[src/rtl/snd_io_pkg.sv]
package snd_io_pkg;

   // position of a port inside a four-port generator slot
   typedef enum logic [1:0] {
      OFS_SEL   = 2'd0,
      OFS_READ  = 2'd1,
      OFS_WRITE = 2'd2,
      OFS_GAP   = 2'd3
   } slot_ofs_e;

   localparam int SLOT_SPAN = 4;
   localparam int SLOT_OFS_BITS = 2;

endpackage

[src/rtl/snd_port_decode.sv]
module snd_port_decode
   import snd_io_pkg::*;
#(
   parameter int DEC_BITS = 5,
   parameter int NUM_PSG  = 5,
   parameter int IRQ_BASE = 20,
   parameter int CMD_BASE = 24
) (
   input  logic [DEC_BITS-1:0] port,
   output logic [NUM_PSG-1:0]  slot_hit,
   output slot_ofs_e           ofs,
   output logic                irq_hit,
   output logic                cmd_hit
);

   localparam int GRP_W = DEC_BITS - SLOT_OFS_BITS;

   logic [GRP_W-1:0] grp;

   assign grp = port[DEC_BITS-1:SLOT_OFS_BITS];
   assign ofs = slot_ofs_e'(port[SLOT_OFS_BITS-1:0]);

   // each slot matches its own four-port group
   for (genvar k = 0; k < NUM_PSG; k++) begin : g_slot
      assign slot_hit[k] = (grp == GRP_W'(k));
   end

   assign irq_hit = (grp == GRP_W'(IRQ_BASE / SLOT_SPAN));
   assign cmd_hit = (grp == GRP_W'(CMD_BASE / SLOT_SPAN));

endmodule

[src/rtl/snd_psg_strobes.sv]
module snd_psg_strobes
   import snd_io_pkg::*;
#(
   parameter int NUM_PSG = 5,
   parameter int DATA_W  = 8
) (
   input  logic               clk,
   input  logic               rst_n,
   input  logic               io_wr,
   input  logic               io_rd,
   input  logic [NUM_PSG-1:0] slot_hit,
   input  slot_ofs_e          ofs,
   input  logic [DATA_W-1:0]  wr_data,
   output logic [NUM_PSG-1:0] sel_we,
   output logic [NUM_PSG-1:0] reg_we,
   output logic [NUM_PSG-1:0] reg_re,
   output logic [DATA_W-1:0]  wdata
);

   for (genvar k = 0; k < NUM_PSG; k++) begin : g_slot
      always_ff @(posedge clk) begin
         if (!rst_n) begin
            sel_we[k] <= 1'b0;
            reg_we[k] <= 1'b0;
            reg_re[k] <= 1'b0;
         end else begin
            sel_we[k] <= io_wr && slot_hit[k] && (ofs == OFS_SEL);
            reg_we[k] <= io_wr && slot_hit[k] && (ofs == OFS_WRITE);
            reg_re[k] <= io_rd && slot_hit[k] && (ofs == OFS_READ);
         end
      end

      // a select strobe only ever follows a sampled write
      assert_sel_after_wr_R2: assert property (@(posedge clk) disable iff (!rst_n)
         sel_we[k] |-> $past(io_wr));
      // a register write strobe only ever follows a sampled write
      assert_we_after_wr_R3: assert property (@(posedge clk) disable iff (!rst_n)
         reg_we[k] |-> $past(io_wr));
      // a read strobe only ever follows a sampled read
      assert_re_after_rd_R4: assert property (@(posedge clk) disable iff (!rst_n)
         reg_re[k] |-> $past(io_rd));
   end

   always_ff @(posedge clk) begin
      if (!rst_n)
         wdata <= '0;
      else if (io_wr)
         wdata <= wr_data;
   end

   // at most one strobe among all slots in any cycle
   assert_single_strobe_R11: assert property (@(posedge clk) disable iff (!rst_n)
      $onehot0({sel_we, reg_we, reg_re}));

endmodule

[src/rtl/snd_drum_mailbox.sv]
module snd_drum_mailbox #(
   parameter int DATA_W     = 8,
   parameter int NUM_VOICES = 7
) (
   input  logic                  clk,
   input  logic                  rst_n,
   input  logic                  load,
   input  logic                  irq_set,
   input  logic                  ack,
   input  logic [DATA_W-1:0]     din,
   output logic [DATA_W-1:0]     cmd,
   output logic                  irq,
   output logic                  stop,
   output logic [NUM_VOICES-1:0] voice
);

   always_ff @(posedge clk) begin
      if (!rst_n)
         cmd <= '0;
      else if (load)
         cmd <= din;
   end

   // a new request wins over an acknowledge that arrives in the same cycle
   always_ff @(posedge clk) begin
      if (!rst_n)
         irq <= 1'b0;
      else if (irq_set)
         irq <= 1'b1;
      else if (ack)
         irq <= 1'b0;
   end

   assign stop = (cmd == '0);

   for (genvar v = 0; v < NUM_VOICES; v++) begin : g_voice
      assign voice[v] = (cmd == DATA_W'(v + 1));
   end

   assert_irq_holds_R8: assert property (@(posedge clk) disable iff (!rst_n)
      (irq && !ack) |=> irq);
   assert_irq_clears_R8: assert property (@(posedge clk) disable iff (!rst_n)
      (ack && !irq_set) |=> !irq);
   assert_irq_source_R7: assert property (@(posedge clk) disable iff (!rst_n)
      $rose(irq) |-> $past(irq_set));
   assert_cmd_held_R6: assert property (@(posedge clk) disable iff (!rst_n)
      !load |=> $stable(cmd));
   assert_voice_exclusive_R9: assert property (@(posedge clk) disable iff (!rst_n)
      $onehot0({stop, voice}));

endmodule

[src/rtl/snd_io_decode.sv]
module snd_io_decode
   import snd_io_pkg::*;
#(
   parameter int ADDR_W     = 8,
   parameter int DATA_W     = 8,
   parameter int DEC_BITS   = 5,
   parameter int NUM_PSG    = 5,
   parameter int IRQ_BASE   = 20,
   parameter int CMD_BASE   = 24,
   parameter int NUM_VOICES = 7
) (
   input  logic                      clk,
   input  logic                      rst_n,
   input  logic [ADDR_W-1:0]         port_addr,
   input  logic [DATA_W-1:0]         io_data,
   input  logic                      io_wr,
   input  logic                      io_rd,
   output logic [DATA_W-1:0]         io_rd_data,
   input  logic [NUM_PSG*DATA_W-1:0] psg_rd_bus,
   output logic [NUM_PSG-1:0]        psg_sel_we,
   output logic [NUM_PSG-1:0]        psg_reg_we,
   output logic [NUM_PSG-1:0]        psg_reg_re,
   output logic [DATA_W-1:0]         psg_wdata,
   input  logic                      drum_ack,
   output logic [DATA_W-1:0]         drum_cmd,
   output logic                      drum_irq,
   output logic                      drum_stop,
   output logic [NUM_VOICES-1:0]     drum_voice
);

   // elaboration-time parameter checks
   if (ADDR_W <= DEC_BITS) begin : g_bad_addr
      $error("port address must be wider than the decoded field");
   end
   if (NUM_PSG * SLOT_SPAN > IRQ_BASE) begin : g_bad_slots
      $error("generator slots overlap the interrupt ports");
   end
   if ((IRQ_BASE % SLOT_SPAN) != 0 || (CMD_BASE % SLOT_SPAN) != 0) begin : g_bad_align
      $error("mailbox port groups must be aligned to four ports");
   end
   if (CMD_BASE + SLOT_SPAN > (1 << DEC_BITS) || IRQ_BASE == CMD_BASE) begin : g_bad_cmd
      $error("mailbox port groups must be distinct and inside the decoded range");
   end
   if (NUM_VOICES >= (1 << DATA_W)) begin : g_bad_voice
      $error("voice count does not fit in the command byte");
   end

   logic [NUM_PSG-1:0] slot_hit;
   slot_ofs_e          ofs;
   logic               irq_hit;
   logic               cmd_hit;
   logic               unused_hi_bits;

   // the upper port bits are aliased away
   assign unused_hi_bits = ^port_addr[ADDR_W-1:DEC_BITS];

   snd_port_decode #(
      .DEC_BITS (DEC_BITS),
      .NUM_PSG  (NUM_PSG),
      .IRQ_BASE (IRQ_BASE),
      .CMD_BASE (CMD_BASE)
   ) u_decode (
      .port     (port_addr[DEC_BITS-1:0]),
      .slot_hit (slot_hit),
      .ofs      (ofs),
      .irq_hit  (irq_hit),
      .cmd_hit  (cmd_hit)
   );

   snd_psg_strobes #(
      .NUM_PSG (NUM_PSG),
      .DATA_W  (DATA_W)
   ) u_strobes (
      .clk      (clk),
      .rst_n    (rst_n),
      .io_wr    (io_wr),
      .io_rd    (io_rd),
      .slot_hit (slot_hit),
      .ofs      (ofs),
      .wr_data  (io_data),
      .sel_we   (psg_sel_we),
      .reg_we   (psg_reg_we),
      .reg_re   (psg_reg_re),
      .wdata    (psg_wdata)
   );

   snd_drum_mailbox #(
      .DATA_W     (DATA_W),
      .NUM_VOICES (NUM_VOICES)
   ) u_mailbox (
      .clk     (clk),
      .rst_n   (rst_n),
      .load    (io_wr && cmd_hit),
      .irq_set (io_wr && irq_hit),
      .ack     (drum_ack),
      .din     (io_data),
      .cmd     (drum_cmd),
      .irq     (drum_irq),
      .stop    (drum_stop),
      .voice   (drum_voice)
   );

   // combinational read return; unmapped reads float high
   always_comb begin
      io_rd_data = '1;
      if (io_rd && ofs == OFS_READ) begin
         for (int k = 0; k < NUM_PSG; k++) begin
            if (slot_hit[k])
               io_rd_data = psg_rd_bus[k*DATA_W +: DATA_W];
         end
      end
   end

   // port zero aliases regardless of the upper address bits
   assert_alias_slot0_R1: assert property (@(posedge clk) disable iff (!rst_n)
      (io_wr && port_addr[DEC_BITS-1:0] == '0) |=> psg_sel_we[0]);
   // a write to an unmapped gap port leaves every strobe low
   assert_gap_silent_R5: assert property (@(posedge clk) disable iff (!rst_n)
      (io_wr && !io_rd && port_addr[1:0] == 2'd3) |=> (psg_sel_we == '0 && psg_reg_we == '0));

endmodule

[config.mk]
export PLATFORM = sky130hd
export DESIGN_NAME = snd_io_decode
export DESIGN_NICKNAME = d
export VERILOG_FILES = /design/src/rtl/snd_io_pkg.sv /design/src/rtl/snd_port_decode.sv /design/src/rtl/snd_psg_strobes.sv /design/src/rtl/snd_drum_mailbox.sv /design/src/rtl/snd_io_decode.sv
export SDC_FILE = /design/constraint.sdc
export NUM_CORES = 1
export LEC_CHECK = 0
export ABC_AREA = 0
export BUFFER_PORTS_ARGS = -buffer_cell sky130_fd_sc_hd__buf_2
export CAP_MARGIN = 20
export CORE_ASPECT_RATIO = 1.2
export CORE_MARGIN = 2
export CORE_UTILIZATION = 45
export CTS_BUF_LIST = sky130_fd_sc_hd__clkbuf_4
export DETAILED_ROUTE_END_ITERATION = 8
export PLACE_DENSITY = 0.87
export SKIP_CTS_REPAIR_TIMING = 1
export SLEW_MARGIN = 20
export SYNTH_ARGS = -nofsm -noshare
export SYNTH_HDL_FRONTEND = slang
export SYNTH_SLANG_ARGS = --single-unit
[constraint.sdc]
create_clock -name clk -period 4.2 [get_ports clk]
set_input_delay 0.42 -clock clk [delete_from_list [all_inputs] [get_ports clk]]
set_output_delay 0.42 -clock clk [all_outputs]
set_load 0.05 [all_outputs]
==> implementation parameters, run 1 <==
Parameter                              Value

Global routing
  Wire length of the first global-routing pass ... 6.04 mm
  Largest net degree at the start of global routing ... 23
  Combined global-route utilization of all metal layers ... 19.7%
  Leftover overflow at the end of global routing ... 0
  Vias in the first global route ... 1425
  Initial antenna violation count ... 0

Synth
  Count of cell types in the netlist ... 30
  Post-synthesis area per instance ... 8.64 µm²
  Biggest area consumer among synthesized cells ... sky130_fd_sc_hd__dfxtp_1
  Share of the synthesized area in the top cell type ... 42.1%
  Number of nets produced by synthesis ... 237
  Total of warnings raised by yosys ... 0
  Seq cells post-synth ... 32
  Post-synthesis cell count ... 176
  Sequential fraction of the synthesis area ... 42.1%
  Summed instance area of the synthesized netlist ... 0.00152 mm²
  Top cells by area in the synthesized netlist ... sky130_fd_sc_hd__dfxtp_1 42%, sky130_fd_sc_hd__nand2_1 6.2%, sky130_fd_sc_hd__mux2i_1 5.3%

Die
  Number of ports placed on the die boundary ... 109
  Area of the core region ... 0.00328 mm²
  Starting density of the core ... 46.3%
  Area of the die ... 0.00386 mm²
  Width of the die ... 57.1 µm
  Cell row count ... 23
  Chip height ... 67.7 µm

Clocking
  Total CTS buffers ... 5
  Clock tree from TritonCTS ... done
  Clock latency reported for the late side of the worst-skew pair ... 310 ps
  H-tree lvl count ... 2
  Register clock-pin slew on the reported worst setup and hold paths ... 80 ps
  Sinks on the clock net ... 32
  Maximum number of buffers from clock root to sink ... 2
  Root Buffer ... sky130_fd_sc_hd__clkbuf_4

Critical path
  Maximum fanout along the worst path ... 4
  Maximum cell stage delay along the critical path ... 530 ps
  Kind of end point of the critical path ... primary output
  Required @ worst endpoint ... 3780 ps
  Arrival time reported for the critical path endpoint ... 1920 ps
  Startpoint type of the worst setup path ... flop
  Cell type of the slowest stage on the worst timing path ... sky130_fd_sc_hd__or4_4
  Category of the critical setup timing path ... reg -> out
  Critical path cell sequence ... or4_4, or3_4, nor2_1, buf_2

Finish
  Total area of sequential cells ... 641 µm²
  Total area of multi-input combinational cells ... 835 µm²
  Share of post-route cells with drive strength above 1 ... 44.2%
  Number of filler cells placed in the layout ... 328
  Total Nets Final ... 339
  Synth-to-Final Area Change ... 38.2%
  Number of antenna repair diodes ... 0

Hold path
  Class of the tightest hold or removal check ... in -> reg

Power
  Sw Ratio ... 29.2%
  Clock network power share ... 25.9%
  Net Sw Power ... 0.179 mW
  Fraction of power consumed by combinational cells ... 22.7%
  Areal power density over the cells ... 291 mW/mm²
  Seq pwr share ... 51.4%
  Int Pwr ... 0.432 mW
  Peak VDD IR ... 0.000213 V
  P_leak ... 1.02 nW

Placement
  Routability-driven placement congestion ratio ... 0.747
  Half-perimeter wire length of the detailed placement result ... 3.19 mm
  Place WS ... 2050 ps
  Port buffer count ... 105

Job
  Maxcap violations ... 0

Drt
  Number of DRC markers in iteration 0 ... 38
  Routed Antenna Nets ... 0
  Average vias per placed instance ... 5.13
  Total iterations of the first detailed-routing run ... 4
  Detail-routed net length per standard cell ... 12.7 µm
  Via count ... 1617
  Total detailed-routing wirelength ... 3.99 mm
  Number of remaining DRC errors ... 0

Timing
  Final worst hold slack ... 357 ps
  Rel. slew slack ... 71.9%
  Final setup violating endpoints ... 0
  Fin crit period ... 2340 ps
  Measured slew at the worst slew-check pin ... 420 ps
  Count of final max-slew check failures ... 0
  Final-layout setup total negative slack ... 0 ps
  Number of endpoints with negative hold slack in the final report ... 0
  RSZ-0062 raised after global routing ... false
  Final critical-path setup slack ... 1860 ps
  Part of the cycle the worst path needs ... 55.7%
  Achievable clock frequency ... 0.427 GHz
  Skew final ... 0 ps

Status
  Result of the run ... complete, no violations
## area by class of cell
| class | count | area share (%) |
|---|---|---|
| multi-input cells | 133 | 39.7 |
| flip-flops and latches | 32 | 30.5 |
| repair buffers | 105 | 25.0 |
| well taps | 37 | 2.20 |
| clock buffers | 6 | 2.14 |
| clock inverters | 1 | 0.238 |
| inverters | 1 | 0.179 |
## synthesized netlist by cell type
cell and n:
sky130_fd_sc_hd__nand2b_1 3, sky130_fd_sc_hd__o21ai_1 4, sky130_fd_sc_hd__o21ai_0 3, sky130_fd_sc_hd__or2b_1 2
sky130_fd_sc_hd__nand3b_1 2, sky130_fd_sc_hd__and4b_1 1, sky130_fd_sc_hd__nand2_1 25, sky130_fd_sc_hd__o22ai_1 5
sky130_fd_sc_hd__or3_1 1, sky130_fd_sc_hd__or2_2 2, sky130_fd_sc_hd__nand4b_1 3, sky130_fd_sc_hd__a21oi_1 8
sky130_fd_sc_hd__dfxtp_1 32, sky130_fd_sc_hd__nor3_2 1, sky130_fd_sc_hd__buf_2 3, sky130_fd_sc_hd__clkbuf_1 7
sky130_fd_sc_hd__nor3_1 4, sky130_fd_sc_hd__mux2_1 3, sky130_fd_sc_hd__inv_1 1, sky130_fd_sc_hd__o32ai_1 3
sky130_fd_sc_hd__nor2_1 20, sky130_fd_sc_hd__and2_1 1, sky130_fd_sc_hd__o22a_1 4, sky130_fd_sc_hd__nor2b_1 12
sky130_fd_sc_hd__or4_4 1, sky130_fd_sc_hd__nand4bb_1 1, sky130_fd_sc_hd__or3_4 1, sky130_fd_sc_hd__mux2_2 6
sky130_fd_sc_hd__mux2i_1 8, sky130_fd_sc_hd__a21boi_1 9
## layout by cell type, fill, tap and decap left out, types with 2 or more instances in the layout
| cell type | count |
|---|---|
| sky130_fd_sc_hd__nand4b_1 | 3 |
| sky130_fd_sc_hd__or2_2 | 2 |
| sky130_fd_sc_hd__mux2i_1 | 8 |
| sky130_fd_sc_hd__o32ai_1 | 3 |
| sky130_fd_sc_hd__buf_2 | 105 |
| sky130_fd_sc_hd__mux2_1 | 3 |
| sky130_fd_sc_hd__a21boi_1 | 9 |
| sky130_fd_sc_hd__nand3b_1 | 2 |
| sky130_fd_sc_hd__o22a_1 | 4 |
| sky130_fd_sc_hd__o21ai_0 | 3 |
| sky130_fd_sc_hd__a21oi_1 | 8 |
| sky130_fd_sc_hd__mux2_2 | 6 |
| sky130_fd_sc_hd__o22ai_1 | 5 |
| sky130_fd_sc_hd__clkbuf_4 | 6 |
| sky130_fd_sc_hd__nor2b_1 | 12 |
| sky130_fd_sc_hd__nor3_1 | 4 |
| sky130_fd_sc_hd__nand2_1 | 25 |
| sky130_fd_sc_hd__o21ai_1 | 4 |
| sky130_fd_sc_hd__or2b_1 | 2 |
| sky130_fd_sc_hd__nand2b_1 | 3 |
| sky130_fd_sc_hd__dfxtp_1 | 32 |
| sky130_fd_sc_hd__nor2_1 | 20 |
## sequential cells by signal (all words and copies together), names as in the netlist
signal and cells:
u_mailbox.cmd 8, u_strobes.sel_we 5, u_mailbox.irq 1, u_strobes.reg_re 5, u_strobes.reg_we 5, u_strobes.wdata 8
## routing by layer
metal	track usage, %	part of all wire (%)	wire, µm	vias up
met5	0	0	0	-
met4	6.98	0.80	32	0
met3	4.79	6.5	258	2
met2	36.1	54	2150	62
met1	22.3	39	1560	743
li1	-	-	-	810
## power by group through the flow
stage | registers, mW | logic [mW] | clock network (mW)
floorplan | 0.346 | 0.0674 | 0
global placement | 0.321 | 0.136 | 0
detailed placement | 0.321 | 0.139 | 0
CTS | 0.314 | 0.139 | 0.164
global route | 0.315 | 0.149 | 0.177
finish | 0.314 | 0.138 | 0.158
## stage by stage
step / cells / utilization [%] / total power, mW / cell area (µm²)
after floorplan: 176 / - / 0.414 / 1520
after global placement: 308 / 62.5 / 0.457 / 2050
after detailed placement: 308 / 62.5 / 0.460 / 2050
after CTS: 315 / 64.0 / 0.617 / 2100
after global routing: 315 / 64.0 / 0.641 / 2100
final: 315 / 64.0 / 0.611 / 2100
## worst paths after layout
| path | depth (start not counted) | to | startpoint | slack (ps) |
|---|---|---|---|---|
| worst min-delay path | 3 | u_mailbox.cmd[4] | io_data[4] | 360 |
| worst max register to register | 2 | u_mailbox.cmd[1] | u_mailbox.cmd[1] | 3490 |
| worst max-delay path | 4 | drum_voice[1] | u_mailbox.cmd[4] | 1860 |
| worst min register to register | 2 | u_mailbox.cmd[6] | u_mailbox.cmd[6] | 480 |
## worst max-delay path, delay by kind of cell (launching register included)
| kind | cells | cell delay [ps] |
|---|---|---|
| buf+inv | 1 | 270 |
| flops | 1 | 340 |
| simple gates | 3 | 1010 |
## cells by family after synthesis
kind of cell    share of synthesized area, %
simple gates                            27.5
mux                                     11.9
buf+inv                                 2.96
compound gates                          15.5
flops                                   42.1
(Power assumes the default switching activity.)
==> run 2: changes to the inputs <==
- ABC_AREA: 0 -> 1
- CORE_UTILIZATION: 45 -> 38
- PLACE_DENSITY: 0.87 -> 0.77
- clock period: 4.2 -> 2.1 ns (I/O delays scaled with it)
==> implementation parameters, run 2 <==
Parameter                              Value

Drt
  Number of remaining DRC errors ... 0 (unchanged)
  Routed Antenna Nets ... 0 (unchanged)
  Via count ... 1840 (+14%)
  Number of DRC markers in iteration 0 ... 88 (+130%)
  Average vias per placed instance ... 4.44 (-13%)
  Detail-routed net length per standard cell ... 9.96 µm (-21%)
  Total detailed-routing wirelength ... 4.12 mm (+3.2%)
  Total iterations of the first detailed-routing run ... 4 (unchanged)

Die
  Area of the core region ... 0.00397 mm² (+21%)
  Area of the die ... 0.00470 mm² (+22%)
  Width of the die ... 62.9 µm (+10%)
  Starting density of the core ... 39.9% (-6.5 points)
  Chip height ... 74.7 µm (+10%)
  Cell row count ... 25 (+8.7%)
  Number of ports placed on the die boundary ... 109 (unchanged)

Clocking
  Clock latency reported for the late side of the worst-skew pair ... 310 ps (about the same)
  H-tree lvl count ... 2 (unchanged)
  Maximum number of buffers from clock root to sink ... 2 (unchanged)
  Root Buffer ... sky130_fd_sc_hd__clkbuf_4
  Sinks on the clock net ... 32 (unchanged)
  Register clock-pin slew on the reported worst setup and hold paths ... 100 ps (+20 ps)
  Total CTS buffers ... 5 (unchanged)
  Clock tree from TritonCTS ... done

Timing
  RSZ-0062 raised after global routing ... false
  Part of the cycle the worst path needs ... 80.5%
  Achievable clock frequency ... 0.591 GHz
  Rel. slew slack ... 71.1% (-0.82 points)
  Final setup violating endpoints ... 0 (unchanged)
  Count of final max-slew check failures ... 0 (unchanged)
  Skew final ... 0 ps (unchanged)
  Final critical-path setup slack ... 409 ps (-1450 ps)
  Final-layout setup total negative slack ... 0 ps (unchanged)
  Number of endpoints with negative hold slack in the final report ... 0 (unchanged)
  Fin crit period ... 1690 ps
  Measured slew at the worst slew-check pin ... 433 ps (+13.1 ps)

Critical path
  Maximum fanout along the worst path ... 16 (+12)
  Maximum cell stage delay along the critical path ... 260 ps (-270 ps)
  Cell type of the slowest stage on the worst timing path ... sky130_fd_sc_hd__buf_2
  Crit. Startpoint ... port_addr[4]
  Kind of end point of the critical path ... primary output
  Arrival time reported for the critical path endpoint ... 1480 ps (-440 ps)
  Reg-to-Reg Start ... u_mailbox.cmd[0]
  Required @ worst endpoint ... 1890 ps (-1890 ps)
  Startpoint type of the worst setup path ... primary input
  Critical path cell sequence ... buf_2, inv_1, nor3_4, buf_4, nand2_1, nand2_1, inv_1, nand2_1, buf_2
  Most frequent cell on the critical path ... sky130_fd_sc_hd__nand2_1
  Category of the critical setup timing path ... in -> out
  Reg-to-reg setup timing slack ... 1450 ps (-2040 ps)

Finish
  Leading registers by flop count ... u_mailbox.cmd (8), u_strobes.wdata (8)
  Number of antenna repair diodes ... 0 (unchanged)
  Number of filler cells placed in the layout ... 436 (+33%)
  Share of post-route cells with drive strength above 1 ... 32.8% (-11 points)
  Total Nets Final ... 421 (+24%)
  Commonest cells after routing, fill and taps aside ... 105 x sky130_fd_sc_hd__buf_2, 78 x sky130_fd_sc_hd__nor2_1, 51 x sky130_fd_sc_hd__nand2_1
  Synth-to-Final Area Change ... 39.2%
  Most common library cell in the layout ignoring fill and taps ... sky130_fd_sc_hd__buf_2

Global routing
  Largest net degree at the start of global routing ... 21 (-8.7%)
  Initial antenna violation count ... 0 (unchanged)
  Leftover overflow at the end of global routing ... 0 (unchanged)
  Wire length of the first global-routing pass ... 6.88 mm (+14%)
  Combined global-route utilization of all metal layers ... 18.4% (-1.3 points)
  Vias in the first global route ... 1679 (+18%)

Synth
  List of most frequent post-synthesis cells ... 78 x sky130_fd_sc_hd__nor2_1, 51 x sky130_fd_sc_hd__nand2_1, 32 x sky130_fd_sc_hd__dfxtp_1
  Count of cell types in the netlist ... 20 (-33%)
  Number of enable-type register cells in the synthesized netlist ... 0 (unchanged)
  Biggest area consumer among synthesized cells ... sky130_fd_sc_hd__dfxtp_1
  Share of synthesized flip-flops with an asynchronous set or reset ... 0% (unchanged)
  Top cells by area in the synthesized netlist ... sky130_fd_sc_hd__dfxtp_1 40%, sky130_fd_sc_hd__nor2_1 18%, sky130_fd_sc_hd__nand2_1 12%
  Number of nets produced by synthesis ... 314 (+32%)
  Most frequent cell after synthesis ... sky130_fd_sc_hd__nor2_1
  Post-synthesis area per instance ... 6.26 µm² (-28%)
  Summed instance area of the synthesized netlist ... 0.00158 mm² (+4.2%)
  Most used DFF post-synth ... sky130_fd_sc_hd__dfxtp_1
  Sequential fraction of the synthesis area ... 40.4% (-1.7 points)
  Seq cells post-synth ... 32 (unchanged)
  Share of the synthesized area in the top cell type ... 40.4% (-1.7 points)
  Total of warnings raised by yosys ... 0 (unchanged)
  Post-synthesis cell count ... 253 (+44%)

Placement
  Half-perimeter wire length of the detailed placement result ... 3.37 mm (+5.7%)
  Routability-driven placement congestion ratio ... 0.727 (-2.6%)
  Port buffer count ... 105 (unchanged)
  Place WS ... 400 ps (-1650 ps)

Power
  Areal power density over the cells ... 570 mW/mm² (+96%)
  Peak VDD IR ... 0.000190 V (-11%)
  P_leak ... 1.22 nW (+20%)
  Sum of internal, switching and leakage power ... 1.26 mW (+110%)

Status
  Result of the run ... complete, no violations

Job
  Maxcap violations ... 0 (unchanged)

Hold path
  Class of the tightest hold or removal check ... in -> reg
  Min-delay src ... io_data[5]
-- run 2: cell families after synthesis --
family	count (synthesis)	synth area share (%)
buffers and inverters	36	9.24
and+or+nand+nor	165	43.8
DFF	32	40.4
AOI/OAI and AO/OA	20	6.48
-- run 2: metrics by stage --
stage / hold slack, ps / instances / cell area, µm² / utilization [%]
finish: 126 / 414 / 2200 / 55.5
global placement: 447 / 407 / 2150 / 54.2
detailed placement: 457 / 407 / 2150 / 54.2
global route: 123 / 414 / 2200 / 55.5
floorplan: 287 / 253 / 1580 / -
CTS: 109 / 414 / 2200 / 55.5
-- run 2: final timing paths --
| kind | cells past startpoint | to |
|---|---|---|
| hold / removal | 3 | u_strobes.wdata[5] |
| setup / recovery | 9 | io_rd_data[4] |
| hold reg to reg | 2 | u_mailbox.irq |
| setup reg to reg | 2 | u_mailbox.cmd[0] |
-- run 2: final cells by class --
class | instances | area, µm² | share of cell area (%)
clock buffers | 5 | 37.5 | 1.70
clock inverters | 2 | 12.5 | 0.568
inverters | 29 | 109 | 4.94
multi-input cells | 185 | 797 | 36.2
flip-flops and latches | 32 | 641 | 29.1
well taps | 54 | 67.6 | 3.06
repair buffers | 107 | 541 | 24.5
-- run 2: routing by layer --
metal  part of all wire [%]  up-vias  wire length, µm  GRT usage (%)
met5                      0        -                0              0
met2                     49       84             2000           34.6
met4                    1.4        0               59           7.41
met3                    8.3        5              344           4.19
li1                       -      988                -              -
met1                     42      763             1720           20.4
-- run 2: where the power goes --
group          leakage, nW  total [mW]  internal [mW]  switching (mW)
Clock               0.0271       0.313          0.122           0.191
Combinational        0.936       0.310         0.0971           0.213
Sequential           0.261       0.633          0.625         0.00890
Total                 1.22        1.26          0.844           0.413
-- run 2: worst max-delay path, delay by kind of cell --
kind                   cells  cell delay [ps]
buffers and inverters      5              910
AND/OR/NAND/NOR            4              340
